--- src/rtl/i2cs_pkg.sv ---
package i2cs_pkg;

    localparam int BYTE_W = 8;
    localparam int SADDR_W = 7;
    localparam int STAT_W = 7;

    // status bit positions
    localparam int SB_ADDR_HIT = 0;
    localparam int SB_RX_BYTE  = 1;
    localparam int SB_READ_REQ = 2;
    localparam int SB_REFUSED  = 3;
    localparam int SB_STOP     = 4;
    localparam int SB_STARTM   = 5;
    localparam int SB_GCALL    = 6;
    localparam int STICKY_N    = 5;

    typedef enum logic [1:0] {
        RA_CTRL = 2'd0,
        RA_STAT = 2'd1,
        RA_DATA = 2'd2,
        RA_NONE = 2'd3
    } raddr_t;

    typedef enum logic [2:0] {
        PH_IDLE,
        PH_ADDR,
        PH_ADDR_ACK,
        PH_DATA,
        PH_DATA_ACK,
        PH_PARK
    } phase_t;

    typedef enum logic [1:0] {
        AM_NONE,
        AM_WRITE,
        AM_GCALL,
        AM_READ
    } amatch_t;

    // single-cycle events from the protocol engine to the registers
    typedef struct packed {
        logic addr_hit;
        logic gcall;
        logic read_req;
        logic rx_byte;
        logic refused;
        logic stop_seen;
        logic bus_start;
        logic bus_stop;
    } evt_t;

    function automatic amatch_t classify(input logic [BYTE_W-1:0] b,
                                         input logic [SADDR_W-1:0] own);
        if (b == '0)
            return AM_GCALL;
        else if (b[BYTE_W-1:1] == own)
            return b[0] ? AM_READ : AM_WRITE;
        else
            return AM_NONE;
    endfunction

endpackage

--- src/rtl/i2cs_line_sync.sv ---
module i2cs_line_sync #(
    parameter int STAGES = 2,
    parameter int W = 2
) (
    input  logic         clk,
    input  logic         rst,
    input  logic [W-1:0] din,
    output logic [W-1:0] lvl,
    output logic [W-1:0] rise,
    output logic [W-1:0] fall
);
    localparam int LAST = STAGES - 1;

    logic [STAGES-1:0][W-1:0] chain;
    logic [W-1:0] prev;

    generate
        if (STAGES == 1) begin : g_single
            always_ff @(posedge clk) begin
                if (rst) chain <= '1;
                else     chain[0] <= din;
            end
        end else begin : g_multi
            always_ff @(posedge clk) begin
                if (rst) chain <= '1;
                else     chain <= {chain[STAGES-2:0], din};
            end
        end
    endgenerate

    always_ff @(posedge clk) begin
        if (rst) prev <= '1;
        else     prev <= chain[LAST];
    end

    assign lvl  = chain[LAST];
    assign rise = chain[LAST] & ~prev;
    assign fall = ~chain[LAST] & prev;

endmodule

--- src/rtl/i2cs_rx_fsm.sv ---
module i2cs_rx_fsm
    import i2cs_pkg::*;
(
    input  logic               clk,
    input  logic               rst,
    input  logic               scl_lvl,
    input  logic               scl_rise,
    input  logic               scl_fall,
    input  logic               sda_lvl,
    input  logic               sda_rise,
    input  logic               sda_fall,
    input  logic [SADDR_W-1:0] own_addr,
    input  logic               fnack,
    output logic               sda_pull,
    output evt_t               evt,
    output logic [BYTE_W-1:0]  rx_data
);
    localparam int CNT_W = $clog2(BYTE_W + 1);
    localparam logic [CNT_W-1:0] LAST_BIT = CNT_W'(BYTE_W - 1);
    localparam logic [CNT_W-1:0] FULL = CNT_W'(BYTE_W);

    phase_t phase;
    logic [CNT_W-1:0] cnt;
    logic [BYTE_W-1:0] shreg;
    logic [BYTE_W-1:0] nb;
    logic ack_q;
    logic cont_q;
    logic engaged;
    logic start_det;
    logic stop_det;
    amatch_t am;

    assign start_det = scl_lvl & sda_fall;
    assign stop_det  = scl_lvl & sda_rise;
    assign nb        = {shreg[BYTE_W-2:0], sda_lvl};
    assign am        = classify(nb, own_addr);

    always_ff @(posedge clk) begin
        if (rst) begin
            phase   <= PH_IDLE;
            cnt     <= '0;
            shreg   <= '0;
            ack_q   <= 1'b0;
            cont_q  <= 1'b0;
            engaged <= 1'b0;
            evt     <= '0;
            rx_data <= '0;
        end else begin
            evt <= '0;
            if (stop_det) begin
                evt.bus_stop  <= 1'b1;
                evt.stop_seen <= engaged;
                engaged       <= 1'b0;
                phase         <= PH_IDLE;
            end else if (start_det) begin
                evt.bus_start <= 1'b1;
                phase         <= PH_ADDR;
                cnt           <= '0;
            end else begin
                unique case (phase)
                    PH_ADDR, PH_DATA: begin
                        if (scl_rise && cnt != FULL) begin
                            shreg <= nb;
                            cnt   <= cnt + 1'b1;
                            if (cnt == LAST_BIT) begin
                                if (phase == PH_ADDR) begin
                                    unique case (am)
                                        AM_WRITE: begin
                                            ack_q <= 1'b1; cont_q <= 1'b1;
                                            engaged <= 1'b1; evt.addr_hit <= 1'b1;
                                        end
                                        AM_GCALL: begin
                                            ack_q <= 1'b1; cont_q <= 1'b1;
                                            engaged <= 1'b1; evt.gcall <= 1'b1;
                                        end
                                        AM_READ: begin
                                            ack_q <= 1'b0; cont_q <= 1'b0;
                                            evt.read_req <= 1'b1;
                                        end
                                        default: begin
                                            ack_q <= 1'b0; cont_q <= 1'b0;
                                        end
                                    endcase
                                end else begin
                                    rx_data     <= nb;
                                    evt.rx_byte <= 1'b1;
                                    evt.refused <= fnack;
                                    ack_q       <= ~fnack;
                                    cont_q      <= ~fnack;
                                end
                            end
                        end else if (scl_fall && cnt == FULL) begin
                            phase <= (phase == PH_ADDR) ? PH_ADDR_ACK : PH_DATA_ACK;
                        end
                    end
                    PH_ADDR_ACK, PH_DATA_ACK: begin
                        if (scl_fall) begin
                            phase <= cont_q ? PH_DATA : PH_PARK;
                            cnt   <= '0;
                        end
                    end
                    default: ;
                endcase
            end
        end
    end

    assign sda_pull = ack_q & ((phase == PH_ADDR_ACK) | (phase == PH_DATA_ACK));

endmodule

--- src/rtl/i2cs_regs.sv ---
module i2cs_regs
    import i2cs_pkg::*;
(
    input  logic              clk,
    input  logic              rst,
    input  logic              reg_wr,
    input  logic [1:0]        reg_addr,
    input  logic [BYTE_W-1:0] reg_wdata,
    input  evt_t              evt,
    input  logic [BYTE_W-1:0] rx_data,
    output logic              fnack,
    output logic [STAT_W-1:0] status,
    output logic [BYTE_W-1:0] reg_rdata
);
    logic [STICKY_N-1:0] set_v;
    logic stat_wr;
    logic [BYTE_W-1:0] data_q;
    raddr_t ra;

    assign ra      = raddr_t'(reg_addr);
    assign stat_wr = reg_wr & (ra == RA_STAT);

    assign set_v[SB_ADDR_HIT] = evt.addr_hit;
    assign set_v[SB_RX_BYTE]  = evt.rx_byte;
    assign set_v[SB_READ_REQ] = evt.read_req;
    assign set_v[SB_REFUSED]  = evt.refused;
    assign set_v[SB_STOP]     = evt.stop_seen;

    // sticky flags: a hardware set wins over a clearing write in the same cycle
    for (genvar g = 0; g < STICKY_N; g++) begin : g_sticky
        always_ff @(posedge clk) begin
            if (rst)
                status[g] <= 1'b0;
            else if (set_v[g])
                status[g] <= 1'b1;
            else if (stat_wr && !reg_wdata[g])
                status[g] <= 1'b0;
        end
    end

    always_ff @(posedge clk) begin
        if (rst)
            status[SB_STARTM] <= 1'b0;
        else if (evt.addr_hit || evt.gcall)
            status[SB_STARTM] <= 1'b1;
        else if (evt.bus_start || evt.bus_stop)
            status[SB_STARTM] <= 1'b0;
    end

    always_ff @(posedge clk) begin
        if (rst)
            status[SB_GCALL] <= 1'b0;
        else if (evt.gcall)
            status[SB_GCALL] <= 1'b1;
        else if (evt.bus_start || evt.bus_stop)
            status[SB_GCALL] <= 1'b0;
    end

    always_ff @(posedge clk) begin
        if (rst) begin
            fnack  <= 1'b0;
            data_q <= '0;
        end else begin
            if (reg_wr && ra == RA_CTRL)
                fnack <= reg_wdata[0];
            if (evt.rx_byte)
                data_q <= rx_data;
        end
    end

    always_comb begin
        unique case (ra)
            RA_CTRL: reg_rdata = {{(BYTE_W-1){1'b0}}, fnack};
            RA_STAT: reg_rdata = {{(BYTE_W-STAT_W){1'b0}}, status};
            RA_DATA: reg_rdata = data_q;
            default: reg_rdata = '0;
        endcase
    end

endmodule

--- src/rtl/i2c_slave_rx.sv ---
module i2c_slave_rx
    import i2cs_pkg::*;
#(
    parameter int SYNC_STAGES = 2
) (
    input  logic               clk,
    input  logic               rst,
    input  logic               scl_in,
    input  logic               sda_in,
    output logic               sda_pull,
    input  logic [SADDR_W-1:0] own_addr,
    input  logic               reg_wr,
    input  logic [1:0]         reg_addr,
    input  logic [BYTE_W-1:0]  reg_wdata,
    output logic [BYTE_W-1:0]  reg_rdata
);
    logic [1:0] ln_lvl, ln_rise, ln_fall;
    logic scl_lvl;
    logic fnack;
    evt_t evt;
    logic [BYTE_W-1:0] rx_data;
    logic [STAT_W-1:0] status;

    i2cs_line_sync #(.STAGES(SYNC_STAGES), .W(2)) u_sync (
        .clk  (clk),
        .rst  (rst),
        .din  ({sda_in, scl_in}),
        .lvl  (ln_lvl),
        .rise (ln_rise),
        .fall (ln_fall)
    );

    assign scl_lvl = ln_lvl[0];

    i2cs_rx_fsm u_fsm (
        .clk      (clk),
        .rst      (rst),
        .scl_lvl  (scl_lvl),
        .scl_rise (ln_rise[0]),
        .scl_fall (ln_fall[0]),
        .sda_lvl  (ln_lvl[1]),
        .sda_rise (ln_rise[1]),
        .sda_fall (ln_fall[1]),
        .own_addr (own_addr),
        .fnack    (fnack),
        .sda_pull (sda_pull),
        .evt      (evt),
        .rx_data  (rx_data)
    );

    i2cs_regs u_regs (
        .clk       (clk),
        .rst       (rst),
        .reg_wr    (reg_wr),
        .reg_addr  (reg_addr),
        .reg_wdata (reg_wdata),
        .evt       (evt),
        .rx_data   (rx_data),
        .fnack     (fnack),
        .status    (status),
        .reg_rdata (reg_rdata)
    );

endmodule

--- config.mk ---
export PLATFORM = sky130hd
export DESIGN_NAME = i2c_slave_rx
export DESIGN_NICKNAME = d
export VERILOG_FILES = /design/src/rtl/i2cs_pkg.sv /design/src/rtl/i2cs_line_sync.sv /design/src/rtl/i2cs_rx_fsm.sv /design/src/rtl/i2cs_regs.sv /design/src/rtl/i2c_slave_rx.sv
export SDC_FILE = /design/constraint.sdc
export NUM_CORES = 1
export LEC_CHECK = 0
export BUFFER_PORTS_ARGS = -buffer_cell sky130_fd_sc_hd__buf_2
export CELL_PAD_IN_SITES_DETAIL_PLACEMENT = 1
export CELL_PAD_IN_SITES_GLOBAL_PLACEMENT = 2
export CORE_MARGIN = 2
export CORE_UTILIZATION = 30
export DETAILED_ROUTE_END_ITERATION = 8
export MAX_ROUTING_LAYER = met4
export PLACE_DENSITY_LB_ADDON = 0.1
export SYNTH_ARGS = -nofsm -noshare
export SYNTH_HDL_FRONTEND = slang
export SYNTH_HIERARCHICAL = 1
export SYNTH_SLANG_ARGS = --single-unit
export TNS_END_PERCENT = 1
--- constraint.sdc ---
create_clock -name clk -period 5.2 [get_ports clk]
set_input_delay 0.78 -clock clk [delete_from_list [all_inputs] [get_ports clk]]
set_output_delay 0.78 -clock clk [all_outputs]
set_load 0.05 [all_outputs]
* After elaboration in Yosys (flattened, before gate mapping)
Index checks and enable logic that the tools add are counted.
Word-level totals: register bits 54, latch bits 0, memory bits (writable) 0, ROM bits 0, bits of input ports 22, output and inout bits 9, word-level logic and storage cells 142, memories 0
Operators by class: add/subtract/negate cells 1, multiply operators 0, divide/modulo/power cells 0, $lt $le $gt $ge 0, equality and inequality tests 20, shift-type cells 0, mux-type cells 36, bitwise operators 16, reduce and logical (&&, ||, !) cells 42
Operator list (number):
- $pmux 8 s3 | 1
- $mux 1 | 21
- $reduce_and 4->1 | 4
- $reduce_bool 2->1 | 8
- $mux 3 | 5
- $reduce_or 7->1 | 2
- $mux 4 | 3
- $reduce_and 6->1 | 2
- $reduce_or 2->1 | 5
- $logic_and 1x1->1 | 8
- $logic_not 8->1 | 1
- $mux 2 | 4
- $pmux 4 s2 | 1
- $eq 7x7->1 | 1
- $not 1->1 | 7
- $eq 2x2->1 const B | 3
- $eq 3x2->1 const B | 2
- $ne 3x1->1 const B | 2
- $ne 3x2->1 const B | 2
- $pmux 3 s2 | 1
- $reduce_or 6->1 | 1
- $logic_not 1->1 | 5
- $reduce_and 5->1 | 1
- $add 4x1->4 const B | 1
- 16 further kinds | 24

* Logic depth before layout (Yosys ltp)
depth after elaboration 7, depth in mapped cells 8, depth with buffers taken out 8

* Cells and area by module
The synthesis kept the hierarchy.
Modules (own cells, without submodules):
- i2cs_rx_fsm | times used 1, cells an instance 180, area each 1611.5 µm², seq. area each 640.6 µm²
- i2cs_regs | times used 1, cells an instance 73, area each 721.9 µm², seq. area each 320.3 µm²
- i2cs_line_sync | times used 1, cells an instance 18, area each 197.7 µm², seq. area each 120.1 µm²

* Worst setup path before layout
OpenSTA, ideal clock, no wires.
path type input to output, from input port reg_addr[1], to output port reg_rdata[0], data arrival time 1.656 ns, setup slack 2.764 ns, cell stages on the path 2, path buffers 0, cell sequence mux2i_1 > o2bb2ai_1
On the way: cells in the longest elaborated chain, start to end 2
Ends and longest elaborated chain:
- start: declaration | line i2c_slave_rx.sv:13 | input logic [1:0] reg_addr,
- $eq 2x2->1 (tied with other cells) | line i2cs_regs.sv:72 | unique case (ra)
- $pmux 8 s3 * | line i2cs_regs.sv:72
- end: declaration | line i2c_slave_rx.sv:15 | output logic [BYTE_W-1:0] reg_rdata
Every way passes the cells marked *; elsewhere a longest branch is shown, timed or not.

* Final worst setup path
from input port reg_addr[0], to output port reg_rdata[2]
Same word-level chain as after synthesis.

==> results.toml <==
[yosys]
synth.top_cells.by_count = "sky130_fd_sc_hd__dfxtp_1, sky130_fd_sc_hd__nor2_1, sky130_fd_sc_hd__nand2b_1"
synth_top_area_share_pct = 42.7
synth.mux.area_fraction_pct = 7.96
post_synth_instance_area_mm2 = 0.00253
postSynthRegisterBits = 54
syn-mean-instance-area_um2 = 9.34
synth_enable_flop_cells = 0
synth_cell_type_count = 46
synth_adder_area_share_pct = 2.47
most_numerous_cell_in_the_yosys_netlist = "sky130_fd_sc_hd__dfxtp_1"
synth_fp_nets = 298
ranking_of_synthesized_cells_by_area = "sky130_fd_sc_hd__dfxtp_1, sky130_fd_sc_hd__mux2i_1, sky130_fd_sc_hd__nand2b_1"
synth.yosys.seq_area_share_pct = 42.7
synth_simple_gate_area_share_pct = 26.8
yosys.area_share.xor_xnor_pct = 2.77
synthesis.instances = 271
dominant_synthesized_flop_cell = "sky130_fd_sc_hd__dfxtp_1"
synth_top_area_cell = "sky130_fd_sc_hd__dfxtp_1"
synth_compound_gate_area_share_pct = 13.3
synth_warnings = 6
async_reset_ff_share_pct = 0
dominant_combinational_cell_family_by_area_after_synthesis = "simple AND/OR/NAND/NOR gates"

[cells_and_area]
final_util_pct = 34.4
finalNetCount = 318
area_growth_pct = 11.8
antenna-diode-count = 0
post_route_cells_drive_above_1_share_pct = 15.8

[global_routing]
antenna_found_initial = 0
grt_first_pass_wirelength_mm = 9.67
grt_remaining_overflow = 0
grtUsageTotal_pct = 14.1
grt_start_max_net_pins = 34
grt_pass1_vias = 1849

[worst_setup_path]
worstSetupPathType = "in -> out"
cp_slowest_cell = "sky130_fd_sc_hd__nor2b_1"
endpoint_kind = "output port"
cp-startpoint = "reg_addr[0]"
cp.required_ns = 4.42
slowest_delay_ns = 0.46
r2r_cells = 7
r2r_slack_ns = 2.91
cpMostUsedCell = "sky130_fd_sc_hd__buf_2"
setup.worst_path.start_class = "input port"
timing.critical_path.cells = "buf_2 -> nor2b_1 -> a22o_1 -> buf_2"
termination_of_the_worst_setup_path = "reg_rdata[2]"
worstReg2RegEnd = "u_fsm/engaged"
r2r-start = "u_fsm/shreg[4]"
cp.arrival_ns = 1.82
critical_path_peak_fanout = 7

[cts]
holdBufCountCts = 0
cts_buf_count = 5
postCtsSetupRepairBufs = 0
htree_num_levels = 2
post_cts.resized_instances = 0
clock_sink_count = 54
clockBufferDepth = 2
ctsRootBufferMaster = "sky130_fd_sc_hd__clkbuf_8"
cts_tree = "built"
path_clk_slew_ns = 0.10
insertion_delay_ns = 0.30

[floorplan]
fp.coreArea_mm2 = 0.00822
row_count = 33
die_height_um = 95.9
initial_cell_density_of_the_core_pct = 30.8
overall_die_width_um = 95.9
design.portCount = 31
fp.dieArea_mm2 = 0.00919

[pwr]
irDropWorstVdd_mv = 0.115
power.density_mw_per_mm2 = 262
p_leak_nw = 1.03

[placement]
place_congestion = 0.729
port_buffers = 27
detailedPlacementHpwl_mm = 4.20

[sta]
final.setup_skew_ns = 0.00746
max_slew_margin_pct = 58.0
slew_viol_final = 0
finalSetupViolCount = 0
fin_tns_setup_ns = 0
fin_crit_sh_pct = 50.1
tightestPinTransition_ns = 0.624
maxClockFrequency_ghz = 0.384
timing_hold_violations_final = 0
grt_setup_unrepaired = "no"
period_minus_slack_ns = 2.60

[routing]
drt_wl_total_mm = 5.77
route.detailed.vias_per_inst = 4.71
routed-via-count = 1868
drt_drc_violations_left = 0
detail-route-antenna-nets = 0
drt_first_iter_violations = 27
first_pass_iters = 4
route.detailed.wl_per_inst_um = 14.5

[run]
maxCapViolations = 0

[hold_path]
min_from = "u_sync/chain[0]"
hold_class = "reg -> reg"

[outcome]
outcome = "complete, no violations"
-- routing by layer --
metal / global-route usage [%] / share of wire (%)
met2: 20.0 / 45
met4: 3.93 / 0.62
met3: 2.58 / 2.7
met1: 20.2 / 52
met5: - / 0
-- logic make-up (layout without fill, tap and decap cells) --
| kind of cell | Yosys count | count (layout) |
|---|---|---|
| multiplexers | 20 | 20 |
| AO/OA/AOI/OAI | 45 | 45 |
| adder cells (fa/ha/maj) | 5 | 5 |
| AND/OR/NAND/NOR | 120 | 120 |
| XOR/XNOR | 8 | 8 |
| buffers and inverters | 19 | 40 |
| flip-flops | 54 | 54 |
-- registers in the layout (all words and copies together) (netlist names) --
signal / count
u_fsm/cont_q: 1
u_fsm/engaged: 1
u_sync/chain: 2
u_fsm/evt: 8
u_fsm/rx_data: 8
u_fsm/shreg: 7
u_regs/status: 7
u_sync/lvl: 2
u_sync/prev: 2
u_fsm/cnt: 4
u_regs/data_q: 8
u_fsm/phase: 3
u_regs/fnack: 1
-- cells in the final DEF, fill, tap and decap left out, drive strengths merged, types with 2 or more instances in the layout --
cell type  count
a211o          2
a211oi         7
a21oi         17
a221oi         2
a22o           7
and2           5
and3           3
and3b          5
buf           28
clkbuf         6
dfxtp         54
ha             5
inv            4
mux2i         19
nand2         20
nand2b        22
nand3          3
nand3b         3
nor2          28
nor2b          7
nor3b          6
nor4           3
nor4b          2
o21ai          4
or2            6
or3b           2
or4            2
xnor2          5
xor2           3
-- how the worst min path moves through the flow --
stage                                to  slack, ns  cells past startpoint
after CTS                 u_sync/lvl[0]       0.42                      1
after global placement    u_sync/lvl[1]       0.39                      1
after floorplan           u_sync/lvl[1]       0.38                      1
after global routing      u_sync/lvl[1]       0.44                      1
after detailed placement  u_sync/lvl[1]       0.39                      1
final                     u_sync/lvl[0]       0.42                      1
-- where the power goes --
group / switching, W / internal [W]
combinational: 0.0000229 / 0.0000171
sequential: 0.00000290 / 0.000416
clock: 0.000140 / 0.000144
total: 0.000165 / 0.000577
-- critical path: cells and delay by family --
family / cells / cell delay [ns]
compound gates: 1 / 0.21
buf+inv: 2 / 0.38
simple gates: 1 / 0.46
-- stage by stage --
stage | cell area, um^2 | hold WS [ns] | cells | power [W] | worst slack, ns
4_1_cts | 2830 | 0.420 | 397 | 0.000761 | 2.59
5_1_grt | 2830 | 0.440 | 397 | 0.000781 | 2.48
2_1_floorplan | 2530 | 0.383 | 271 | 0.000454 | 2.76
3_3_place_gp | 2720 | 0.392 | 389 | 0.000469 | 2.51
6_report | 2830 | 0.415 | 397 | 0.000742 | 2.60
3_5_place_dp | 2720 | 0.390 | 389 | 0.000469 | 2.45
-- area by class of cell --
class,instances,area (um^2)
fillers,966,5390
multi-input cells,198,1350
flip-flops and latches,54,1080
repair buffers,28,143
well taps,105,131
clock buffers,6,72.6
clock inverters,2,37.5
inverters,4,15.0
(Power assumes the default switching activity.)
